--- src/rtl/blkhist_pkg.sv ---
package blkhist_pkg;
  localparam int LANES = 2;
  localparam int LAG   = 3;

  typedef struct packed {
    logic vld;
    logic br;
    logic dir;
    logic half;
  } blk_ctl_t;
endpackage

--- src/rtl/blkhist_lane.sv ---
module blkhist_lane
  import blkhist_pkg::*;
(
  input  blk_ctl_t ctl,
  output logic     adv,
  output logic     ins,
  output logic     hbit
);
  always_comb begin
    adv  = ctl.vld;
    ins  = ctl.vld & ctl.br;
    hbit = ctl.dir ^ ctl.half;
  end
endmodule

--- src/rtl/blkhist_snap.sv ---
module blkhist_snap
  import blkhist_pkg::*;
#(
  parameter int HIST_W = 16
) (
  input  logic              clk,
  input  logic              rst,
  input  logic [LANES-1:0]  adv,
  input  logic [LANES-1:0]  ins,
  input  logic [LANES-1:0]  hbit,
  input  logic              restore,
  input  logic [HIST_W-1:0] restore_val,
  output logic [HIST_W-1:0] hist_q,
  output logic [HIST_W-1:0] stale_q
);
  logic [HIST_W-1:0] snap_q [LAG];
  logic [HIST_W-1:0] snap_d [LAG];
  logic [HIST_W-1:0] hist_d;

  always_comb begin
    hist_d = hist_q;
    for (int k = 0; k < LAG; k++) snap_d[k] = snap_q[k];
    for (int i = 0; i < LANES; i++) begin
      if (adv[i]) begin
        for (int k = LAG-1; k > 0; k--) snap_d[k] = snap_d[k-1];
        snap_d[0] = hist_d;
        if (ins[i]) hist_d = {hist_d[HIST_W-2:0], hbit[i]};
      end
    end
    if (restore) begin
      hist_d = restore_val;
      for (int k = 0; k < LAG; k++) snap_d[k] = restore_val;
    end
  end

  always_ff @(posedge clk) begin
    if (rst) begin
      hist_q <= '0;
      for (int k = 0; k < LAG; k++) snap_q[k] <= '0;
    end else begin
      hist_q <= hist_d;
      for (int k = 0; k < LAG; k++) snap_q[k] <= snap_d[k];
    end
  end

  assign stale_q = snap_q[LAG-1];
endmodule

--- src/rtl/blkhist_path.sv ---
module blkhist_path
  import blkhist_pkg::*;
#(
  parameter int ADDR_W = 12,
  parameter int PATH_W = 2
) (
  input  logic                    clk,
  input  logic                    rst,
  input  logic [LANES-1:0]        adv,
  input  logic [LANES*ADDR_W-1:0] addr,
  output logic [LAG*PATH_W-1:0]   path_q
);
  logic [PATH_W-1:0] sig   [LANES];
  logic [PATH_W-1:0] pth_q [LAG];
  logic [PATH_W-1:0] pth_d [LAG];

  always_comb begin
    for (int i = 0; i < LANES; i++) begin
      sig[i] = '0;
      for (int j = 0; j < ADDR_W; j++)
        sig[i][j % PATH_W] = sig[i][j % PATH_W] ^ addr[i*ADDR_W + j];
    end
  end

  always_comb begin
    for (int k = 0; k < LAG; k++) pth_d[k] = pth_q[k];
    for (int i = 0; i < LANES; i++) begin
      if (adv[i]) begin
        for (int k = LAG-1; k > 0; k--) pth_d[k] = pth_d[k-1];
        pth_d[0] = sig[i];
      end
    end
  end

  always_ff @(posedge clk) begin
    if (rst) for (int k = 0; k < LAG; k++) pth_q[k] <= '0;
    else     for (int k = 0; k < LAG; k++) pth_q[k] <= pth_d[k];
  end

  for (genvar k = 0; k < LAG; k++) begin : g_pack
    assign path_q[(LAG-1-k)*PATH_W +: PATH_W] = pth_q[k];
  end
endmodule

--- src/rtl/blkhist_top.sv ---
module blkhist_top
  import blkhist_pkg::*;
#(
  parameter int HIST_W = 16,
  parameter int ADDR_W = 12,
  parameter int PATH_W = 2,
  localparam int INFO_W = ADDR_W + HIST_W + LAG*PATH_W
) (
  input  logic                    clk,
  input  logic                    rst,
  input  logic [LANES-1:0]        blk_vld,
  input  logic [LANES-1:0]        blk_br,
  input  logic [LANES-1:0]        blk_dir,
  input  logic [LANES-1:0]        blk_half,
  input  logic [LANES*ADDR_W-1:0] blk_addr,
  input  logic [ADDR_W-1:0]       pred_addr,
  input  logic                    restore,
  input  logic [HIST_W-1:0]       restore_val,
  output logic [HIST_W-1:0]       hist_o,
  output logic [INFO_W-1:0]       info_o
);
  logic [LANES-1:0]      adv, ins, hbit;
  logic [HIST_W-1:0]     stale;
  logic [LAG*PATH_W-1:0] path;
  logic [ADDR_W-1:0]     paddr_q;

  for (genvar i = 0; i < LANES; i++) begin : g_lane
    blk_ctl_t ctl;
    assign ctl = '{vld: blk_vld[i], br: blk_br[i], dir: blk_dir[i], half: blk_half[i]};
    blkhist_lane u_lane (.ctl(ctl), .adv(adv[i]), .ins(ins[i]), .hbit(hbit[i]));
  end

  blkhist_snap #(.HIST_W(HIST_W)) u_snap (
    .clk(clk), .rst(rst), .adv(adv), .ins(ins), .hbit(hbit),
    .restore(restore), .restore_val(restore_val),
    .hist_q(hist_o), .stale_q(stale)
  );

  blkhist_path #(.ADDR_W(ADDR_W), .PATH_W(PATH_W)) u_path (
    .clk(clk), .rst(rst), .adv(adv), .addr(blk_addr), .path_q(path)
  );

  always_ff @(posedge clk) begin
    if (rst) paddr_q <= '0;
    else     paddr_q <= pred_addr;
  end

  assign info_o = {paddr_q, stale, path};
endmodule

--- config.mk ---
export PLATFORM = sky130hd
export DESIGN_NAME = blkhist_top
export DESIGN_NICKNAME = d
export VERILOG_FILES = /design/src/rtl/blkhist_pkg.sv /design/src/rtl/blkhist_lane.sv /design/src/rtl/blkhist_snap.sv /design/src/rtl/blkhist_path.sv /design/src/rtl/blkhist_top.sv
export SDC_FILE = /design/constraint.sdc
export NUM_CORES = 1
export LEC_CHECK = 0
export ABC_AREA = 1
export CAP_MARGIN = 10
export CORE_AREA = 4 4 99 195
export DETAILED_ROUTE_END_ITERATION = 10
export DIE_AREA = 0 0 103 199
export PLACE_DENSITY = 0.44
export SLEW_MARGIN = 0
export SYNTH_ARGS = -nofsm -noshare
export SYNTH_HDL_FRONTEND = slang
export SYNTH_SLANG_ARGS = --single-unit
--- constraint.sdc ---
create_clock -name clk -period 1.4 [get_ports clk]
set_input_delay 0.28 -clock clk [delete_from_list [all_inputs] [get_ports clk]]
set_output_delay 0.28 -clock clk [all_outputs]
set_load 0.005 [all_outputs]
==> impl_metrics.yaml, run 1 <==
worst_setup_path:
  start_kind: "register"
  worstPathArrival_ns: 1.00
  cp.buffers_inverters: 1
  cp_max_fo: 4
  end_kind: "output pin"
  crit_type: "register to output pin"
  worstPathCellList: "dlygate4sd2_1"
  slowest_delay_ns: 0.38
  crit_slowest_cell: "dfxtp_1"
  critPathRequiredTime_ns: 1.12
  crit_family: "flip-flops"
synth:
  syn_area_mm2: 0.00439
  synth_flop_cell: "dfxtp_1"
  synthTopCellsByCount: "nand2_1 (234), inv_1 (83), dfxtp_1 (82)"
  ys_types: 21
  synth.yosys.seq_area_share_pct: 37.4
  avgSynthCellArea_um2: 6.35
  yosys-top-cells-area: "dfxtp_1 (37%), nand2_1 (20%), inv_1 (7.1%)"
  synth_edf_count: 0
  async_reset_ff_share_pct: 0
  ys_ff_latch: 82
  synth_top_area_share_pct: 37.4
  yosysWarnings: 0
  yosysTopAreaCell: "dfxtp_1"
  synth.most_common_cell: "nand2_1"
  synth_nets: 754
  syn_inst: 691
timing:
  slew_headroom_pct: 75.6
  rsz0062_at_grt: "false"
  skew_ns: 0.00723
  finalHoldViolCount: 0
  finalCriticalPeriod_ns: 1.28
  min_period_over_period_pct: 91.6
  drv_slew: 0
  worst_pin_slew_ns: 0.364
  setup_slack_ns: 0.117
  whs_ns: 0.327
  max_freq_ghz: 0.779
  finalSetupViolCount: 0
routing:
  drt_iter0_markers: 323
  wl_mm: 14.7
  via_per_inst: 4.62
  detail_route.drc_violations: 0
  dr.pass1.iters: 5
  wl_per_cell_um: 14.3
  ant_nets: 0
  route.vias.total: 4736
layout:
  syn2layout_area_growth_pct: 42.1
  layout-drive-gt1-share_pct: 11.1
  final_nets: 870
  num_antenna_cells: 0
  area.sequential_mm2: 0.00166
  fill_cells: 1985
  multiInputGateArea_mm2: 0.00215
floorplanning:
  num_rows: 69
  die_area_mm2: 0.0205
  start_util_pct: 24.7
  coreArea_mm2: 0.0178
  fp.dieW_um: 103
  die_h_um: 199
  io_pins: 113
clock_tree:
  cts_buffers: 9
  clk-insertion-delay-late_ns: 0.34
  cts_max_path_buffers: 2
  clk_pin_slew_ns: 0.07
  cts.sinks: 82
  cts_max_level: 3
  ctsHoldBuffers: 0
  root_buffer: "clkbuf_16"
  tritoncts: "done"
grt:
  grt_antenna_before_repair: 0
  grt_usage_pct: 14.7
  grt_first_pass_wirelength_mm: 23.6
  grt_use_met3_pct: 2.77
  grt.busiest_layer: "met2"
  grt_max_degree: 42
  grt_pass1_vias: 4618
  grt_overflow_total: 0
  met2_usage_pct: 25.5
  met1_usage_pct: 18.2
power_and_ir_drop:
  power_density_mw_per_mm2: 1020
  power_leakage_nw: 3.04
  ir_drop_mv: 0.528
min_path:
  holdCritPathClass: "primary input to register"
placed_design:
  dp.final_hpwl_mm: 11.2
  place_ws_ns: -0.500
  gp_congestion: 0.819
  portBuffers: 112
flow_run:
  drv_cap: 0
outcome:
  status: "finished clean"
-- metal layers --
layer  wire (µm)  share of wire, %
met5           0                 0
met4         287               2.0
met3         702               4.8
met2        7510                51
met1        6180                42
-- cell usage in the layout (no fill, tap or decap) --
cell,netlist,final
nand2_1,234,233
inv_1,83,83
dfxtp_1,82,66
clkdlybuf4s50_1,0,58
o21ai_0,55,52
dlygate4sd2_1,0,51
a21oi_1,49,49
nand3_1,41,41
buf_4,17,40
nor2_1,19,19
o211ai_1,19,19
a31oi_1,18,18
dfxtp_2,0,15
o21ai_1,12,14
o22ai_1,11,11
clkbuf_16,0,11
buf_12,0,6
inv_2,3,3
xnor2_1,3,3
o21ai_2,1,2
o21bai_1,2,2
xor2_1,2,2
inv_6,0,2
clkinv_4,0,2
nor3_2,1,1
nand2_4,0,1
clkinvlp_4,0,1
clkinv_2,0,1
bufinv_16,0,1
dlymetal6s2s_1,0,1
clkbuf_2,0,1
buf_2,11,1
buf_6,0,1
dfxtp_4,0,1
-- where the power goes --
part           switching (mW)  internal, mW  total [mW]
clock network            1.04          1.40        2.44
logic                   0.690         0.619        1.31
registers              0.0851          2.50        2.59
total                    1.81          4.52        6.33
-- sequential cells by signal, summed over array words and instances (netlist names) --
| signal | cells |
|---|---|
| u_snap.hist_q | 16 |
| u_path.pth_q | 6 |
| u_snap.snap_q | 48 |
| paddr_q | 12 |
-- final timing paths --
kind | end | from | slack, ns | cells past startpoint
max | hist_o[12] | u_snap.hist_q[12] | 0.12 | 1
min reg2reg | u_snap.snap_q[0][36] | u_snap.snap_q[0][36] | 0.49 | 2
min | u_snap.hist_q[15] | rst | 0.33 | 2
max reg2reg | u_snap.hist_q[11] | u_snap.hist_q[10] | 0.20 | 5
-- area by class of cell --
type                    count  area share, %
well taps                 213           4.27
clock inverters             7           1.24
clock buffers               9           3.61
flip-flops and latches     82           26.7
repair buffers            161           24.6
inverters                  86           5.18
multi-input cells         467           34.5
-- what timing repair did --
| item | in CTS | in global routing |
|---|---|---|
| buffers inserted | 1 | 0 |
| pin swaps | 0 | 1 |
| setup endpoints to repair | 114 | 11 |
| resized for setup | 71 | 8 |
| endpoints found under the hold margin | 0 | 0 |
| gates cloned | 0 | 2 |
-- logic make-up after synthesis --
logic type	count (synthesis)	share of synthesized area, %
simple gates	295	26.5
compound gates	167	21.2
buf+inv	142	13.9
flops	82	37.4
xor+xnor	5	0.998
-- through the flow --
| step | utilization (%) | total power, mW | area, µm² | setup TNS, ns | cells |
|---|---|---|---|---|---|
| floorplan | - | 3.33 | 4390 | 0 | 691 |
| global placement | 33.2 | 3.99 | 5900 | -30.43 | 1006 |
| detailed placement | 33.2 | 4.00 | 5900 | -29.38 | 1006 |
| CTS | 34.7 | 6.41 | 6180 | 0 | 1023 |
| global route | 35.1 | 6.70 | 6240 | 0 | 1025 |
| finish | 35.1 | 6.33 | 6240 | 0 | 1025 |
Note: power is estimated with default switching activity, not from simulation.
==> run 2, diff against run 1 <==
--- a/config.mk
+++ b/config.mk
@@ -8,6 +8,7 @@
 export ABC_AREA = 1
 export CAP_MARGIN = 10
 export CORE_AREA = 4 4 99 195
+export CTS_CLUSTER_DIAMETER = 60
 export DETAILED_ROUTE_END_ITERATION = 10
 export DIE_AREA = 0 0 103 199
 export PLACE_DENSITY = 0.44
@@ -15,3 +16,4 @@
 export SYNTH_ARGS = -nofsm -noshare
 export SYNTH_HDL_FRONTEND = slang
 export SYNTH_SLANG_ARGS = --single-unit
+export TNS_END_PERCENT = 50
==> run 2 against run 1 <==
Against the previous run: design area barely moved; sequential power barely moved; critical path depth did not move; clock power barely moved; via count fell by 0.55%; utilization barely moved; non-clock buffer count did not move; fmax fell by 0.28%; register-to-register slack barely moved; power barely moved; global-route usage did not move.
==> impl_metrics.yaml, run 2 (synthesis gave the netlist of run 1 again) <==
worst_setup_path:
  crit_family: "flip-flops"
  r2r_start: "u_snap.hist_q[10]"
  worstPathCellList: "dlygate4sd2_1"
  slowest_delay_ns: 0.38
  r2r_setup_slack_ns: 0.21
  crit_slowest_cell: "dfxtp_1"
  r2r-end: "u_snap.hist_q[11]"
  end_kind: "output pin"
  cp_max_fo: 4
  start_kind: "register"
  critPathRequiredTime_ns: 1.12
  worstPathArrival_ns: 1.01
  rr_worst_depth: 5
  cp.buffers_inverters: 1
  crit_type: "register to output pin"
timing:
  finalSetupViolCount: 0
  max_freq_ghz: 0.777
  skew_ns: 0.00724
  worst_pin_slew_ns: 0.364
  finalHoldViolCount: 0
  slew_headroom_pct: 75.6
  drv_slew: 0
  rsz0062_at_grt: "true"
  finalSetupTns_ns: 0
  finalCriticalPeriod_ns: 1.29
  min_period_over_period_pct: 91.9
flow_run:
  drv_cap: 0
routing:
  drt_iter0_markers: 319
  route.vias.total: 4710
  via_per_inst: 4.60
  dr.pass1.iters: 4
  detail_route.drc_violations: 0
  ant_nets: 0
  wl_per_cell_um: 14.3
  wl_mm: 14.7
floorplanning:
  die_area_mm2: 0.0205
  io_pins: 113
  num_rows: 69
  die_h_um: 199
  start_util_pct: 24.7
  fp.dieW_um: 103
  coreArea_mm2: 0.0178
placed_design:
  placed_area_mm2: 0.00590
  portBuffers: 112
  gp_congestion: 0.819
  dp.final_hpwl_mm: 11.2
clock_tree:
  ctsHoldBuffers: 0
  tritoncts: "done"
  cts.sinks: 82
  cts_max_level: 3
  clk-insertion-delay-late_ns: 0.33
  clk_pin_slew_ns: 0.07
  cts_buffers: 9
  cts_max_path_buffers: 2
  root_buffer: "clkbuf_16"
min_path:
  whs_path_depth: 2
  hold-path-endpoint: "u_snap.hist_q[15]"
  holdCritPathClass: "primary input to register"
  min_from: "rst"
power_and_ir_drop:
  power_leakage_nw: 3.04
  power_density_mw_per_mm2: 1010
  ir_drop_mv: 0.524
grt:
  met2_usage_pct: 25.5
  grt_pass1_vias: 4618
  grt_antenna_before_repair: 0
  grt.busiest_layer: "met2"
  grt_use_met3_pct: 2.77
  grt_max_degree: 42
  grt_overflow_total: 0
  grt_first_pass_wirelength_mm: 23.6
  met1_usage_pct: 18.2
  grt_usage_pct: 14.7
layout:
  largest_reg_flops: 48
  design_area_mm2: 0.00624
  syn2layout_area_growth_pct: 42.2
  layout-drive-gt1-share_pct: 11.0
  layout_commonest_cell: "nand2_1"
  top_register: "u_snap.snap_q"
  final_cell_mix: "nand2_1 (233), inv_1 (83), dfxtp_1 (66)"
  fill_cells: 1984
  top_regs: "u_snap.snap_q: 48 flops, u_snap.hist_q: 16 flops, paddr_q: 12 flops"
  final_nets: 870
  num_antenna_cells: 0
outcome:
  status: "finished clean"
-- run 2: cell types whose count changed in the layout (fill, tap and decap cells not counted), sizes merged --
cell	previous run	this run
clkbuf	12	11
clkdlybuf4s15	0	1
-- run 2: report_power, final --
| group | leakage [nW] | internal (mW) | switching [mW] |
|---|---|---|---|
| clock | 0.146 | 1.40 | 1.03 |
| combinational | 2.21 | 0.620 | 0.690 |
| sequential | 0.685 | 2.50 | 0.0848 |
-- run 2: how the worst max path moves through the flow --
stage                      startpoint                    to  cells past startpoint
CTS                         blk_br[0]     u_snap.hist_q[10]                     10
global route               blk_vld[0]   u_snap.snap_q[0][0]                      9
global placement           blk_vld[0]     u_snap.hist_q[10]                     10
detailed placement         blk_vld[0]  u_snap.snap_q[0][40]                      8
finish              u_snap.hist_q[12]            hist_o[12]                      1
floorplan                         rst           paddr_q[10]                      4
-- run 2: metal layers --
metal | share of wire [%] | up-vias
met4 | 2.0 | 0
met2 | 51 | 109
met5 | 0 | -
met3 | 5.2 | 14
met1 | 42 | 2142
li1 | - | 2445
-- run 2: repair_timing --
action,in CTS,in global routing
pin swaps,0,1
setup endpoints to repair,114,11
buffers inserted,1,0
gates cloned,0,2
gates resized for setup,71,9
-- run 2: metrics by stage --
stage	util [%]	setup slack, ns	power [mW]	hold slack, ns	instances
after global routing	35.1	0.00313	6.70	0.334	1025
after floorplan	-	0.171	3.33	0.387	691
after detailed placement	33.2	-0.500	4.00	0.480	1006
after global placement	33.2	-0.518	3.99	0.476	1006
final	35.1	0.113	6.33	0.332	1025
after CTS	34.7	0.0286	6.41	0.304	1023
-- run 2: layout make-up --
class	instances	area (µm²)	share of cell area, %
multi-input combinational	467	2150	34.4
sequential	82	1660	26.7
timing repair buffer	161	1540	24.6
inverter	86	323	5.17
tap	213	267	4.27
clock buffer	9	225	3.61
clock inverter	7	77.6	1.24
==> run 3, diff against run 2 <==
==> constraint.sdc (replaced) <==
create_clock -name clk -period 1.6 [get_ports clk]
set_input_delay 0.32 -clock clk [delete_from_list [all_inputs] [get_ports clk]]
set_output_delay 0.32 -clock clk [all_outputs]
set_load 0.005 [all_outputs]
==> run 3 against run 2 <==
Against the previous run: non-clock buffer count fell by 8; design area fell by 0.60%; clock skew fell by 0.00098 ns; clock-buffer cell count rose by 3; via count fell by 1.5%; flip-flop and latch count did not move; critical path type unchanged.
==> impl_metrics.yaml, run 3 (synthesis gave the netlist of run 1 again) <==
outcome:
  status: "finished clean"
clock_tree:
  cts_max_path_buffers: 2
  clk-insertion-delay-late_ns: 0.34
  cts_setup_buffers: 0
  ctsHoldBuffers: 0
  cts_max_level: 3
  clk_pin_slew_ns: 0.07
  cts_buffers: 9
  root_buffer: "clkbuf_16"
  cts.sinks: 82
  tritoncts: "done"
grt:
  grt_first_pass_wirelength_mm: 23.5
  grt_pass1_vias: 4608
  grt_overflow_total: 0
  grt_max_degree: 54
  grt_antenna_before_repair: 0
  grt_usage_pct: 14.6
routing:
  route.vias.total: 4637
  ant_nets: 0
  wl_mm: 14.3
  via_per_inst: 4.56
  detail_route.drc_violations: 0
  wl_per_cell_um: 14.0
  drt_iter0_markers: 233
  dr.pass1.iters: 5
timing:
  worst_pin_slew_ns: 0.389
  finalHoldViolCount: 0
  min_period_over_period_pct: 97.2
  rsz0062_at_grt: "false"
  skew_ns: 0.00626
  max_freq_ghz: 0.643
  finalSetupViolCount: 0
  drv_slew: 0
  slew_headroom_pct: 73.9
  finalCriticalPeriod_ns: 1.56
floorplanning:
  num_rows: 69
  io_pins: 113
  coreArea_mm2: 0.0178
  die_area_mm2: 0.0205
  fp.dieW_um: 103
  die_h_um: 199
  start_util_pct: 24.7
layout:
  layout_commonest_cell: "nand2_1"
  syn2layout_area_growth_pct: 41.3
  layout-drive-gt1-share_pct: 8.46
  num_antenna_cells: 0
  top_register: "u_snap.snap_q"
  final_nets: 862
  final_cells: 1017
  top_regs: "u_snap.snap_q: 48 flops, u_snap.hist_q: 16 flops, paddr_q: 12 flops"
  fill_cells: 1905
  final_cell_mix: "nand2_1 (234), clkdlybuf4s50_1 (105), inv_1 (83)"
  largest_reg_flops: 48
worst_setup_path:
  worstSetupEndpoint: "hist_o[2]"
  crit_family: "buffers and inverters"
  r2r_start: "u_snap.hist_q[10]"
  slowest_delay_ns: 0.52
  crit_type: "register to output pin"
  end_kind: "output pin"
  cp_num_cells: 1
  start_kind: "register"
  rr_worst_depth: 4
  cp.buffers_inverters: 1
  cp_max_fo: 3
  r2r-end: "u_snap.hist_q[11]"
  worstPathCellList: "clkdlybuf4s50_1"
  critPathRequiredTime_ns: 1.28
  worstPathArrival_ns: 1.24
  crit_slowest_cell: "clkdlybuf4s50_1"
  startpoint: "u_snap.hist_q[2]"
  r2r_setup_slack_ns: 0.45
power_and_ir_drop:
  power_leakage_nw: 2.85
  ir_drop_mv: 0.481
  power.total_mw: 5.59
  power_density_mw_per_mm2: 902
placed_design:
  dp.final_hpwl_mm: 11.0
  gp_congestion: 0.813
  place_inst: 1001
  portBuffers: 112
min_path:
  holdCritPathClass: "primary input to register"
flow_run:
  drv_cap: 0
-- run 3: through the flow --
step / setup WS [ns] / TNS, ns / hold WS [ns] / area (µm²) / utilization [%]
floorplan: 0.331 / 0 / 0.427 / 4390 / -
global placement: -0.379 / -18.22 / 0.477 / 5880 / 33.1
detailed placement: -0.338 / -17.58 / 0.482 / 5880 / 33.1
CTS: 0.000215 / 0 / 0.357 / 6190 / 34.8
global route: 0.00395 / 0 / 0.374 / 6200 / 34.9
finish: 0.0450 / 0 / 0.358 / 6200 / 34.9
-- run 3: what timing repair did --
action                                  4_1_cts  5_1_grt
pin swaps                                     0        0
resized for setup                             6        9
endpoints found under the setup margin        5       49
-- run 3: power breakdown --
group	switching, mW	total [mW]	internal, mW
clock network	0.869	2.16	1.29
registers	0.0777	2.26	2.19
logic	0.590	1.17	0.576
total	1.54	5.59	4.06
-- run 3: worst min-delay path by stage --
stage	slack, ns	to	cells after the start	start
floorplan	0.43	paddr_q[0]	2	pred_addr[0]
global placement	0.48	u_snap.snap_q[0][41]	2	u_snap.snap_q[0][41]
detailed placement	0.48	u_snap.snap_q[0][36]	2	u_snap.snap_q[0][36]
CTS	0.36	paddr_q[8]	2	rst
global route	0.37	paddr_q[8]	2	rst
finish	0.36	paddr_q[0]	2	rst
-- run 3: cell type report --
type	count	area [µm²]	share of cell area, %
Sequential cell	82	1650	26.6
Clock buffer	12	256	4.13
Multi-Input combinational cell	467	2140	34.5
Clock inverter	4	50.0	0.807
Tap cell	213	267	4.30
Inverter	86	323	5.20
Timing Repair Buffer	153	1520	24.5
-- run 3: per-layer routing --
metal  global-route usage [%]  vias up  part of all wire [%]
met5                        0        -                     0
met4                     4.95        0                   1.8
met3                     2.46       10                   5.7
met2                     24.9      123                    51
met1                     18.3     2075                    42
li1                         -     2429                     -
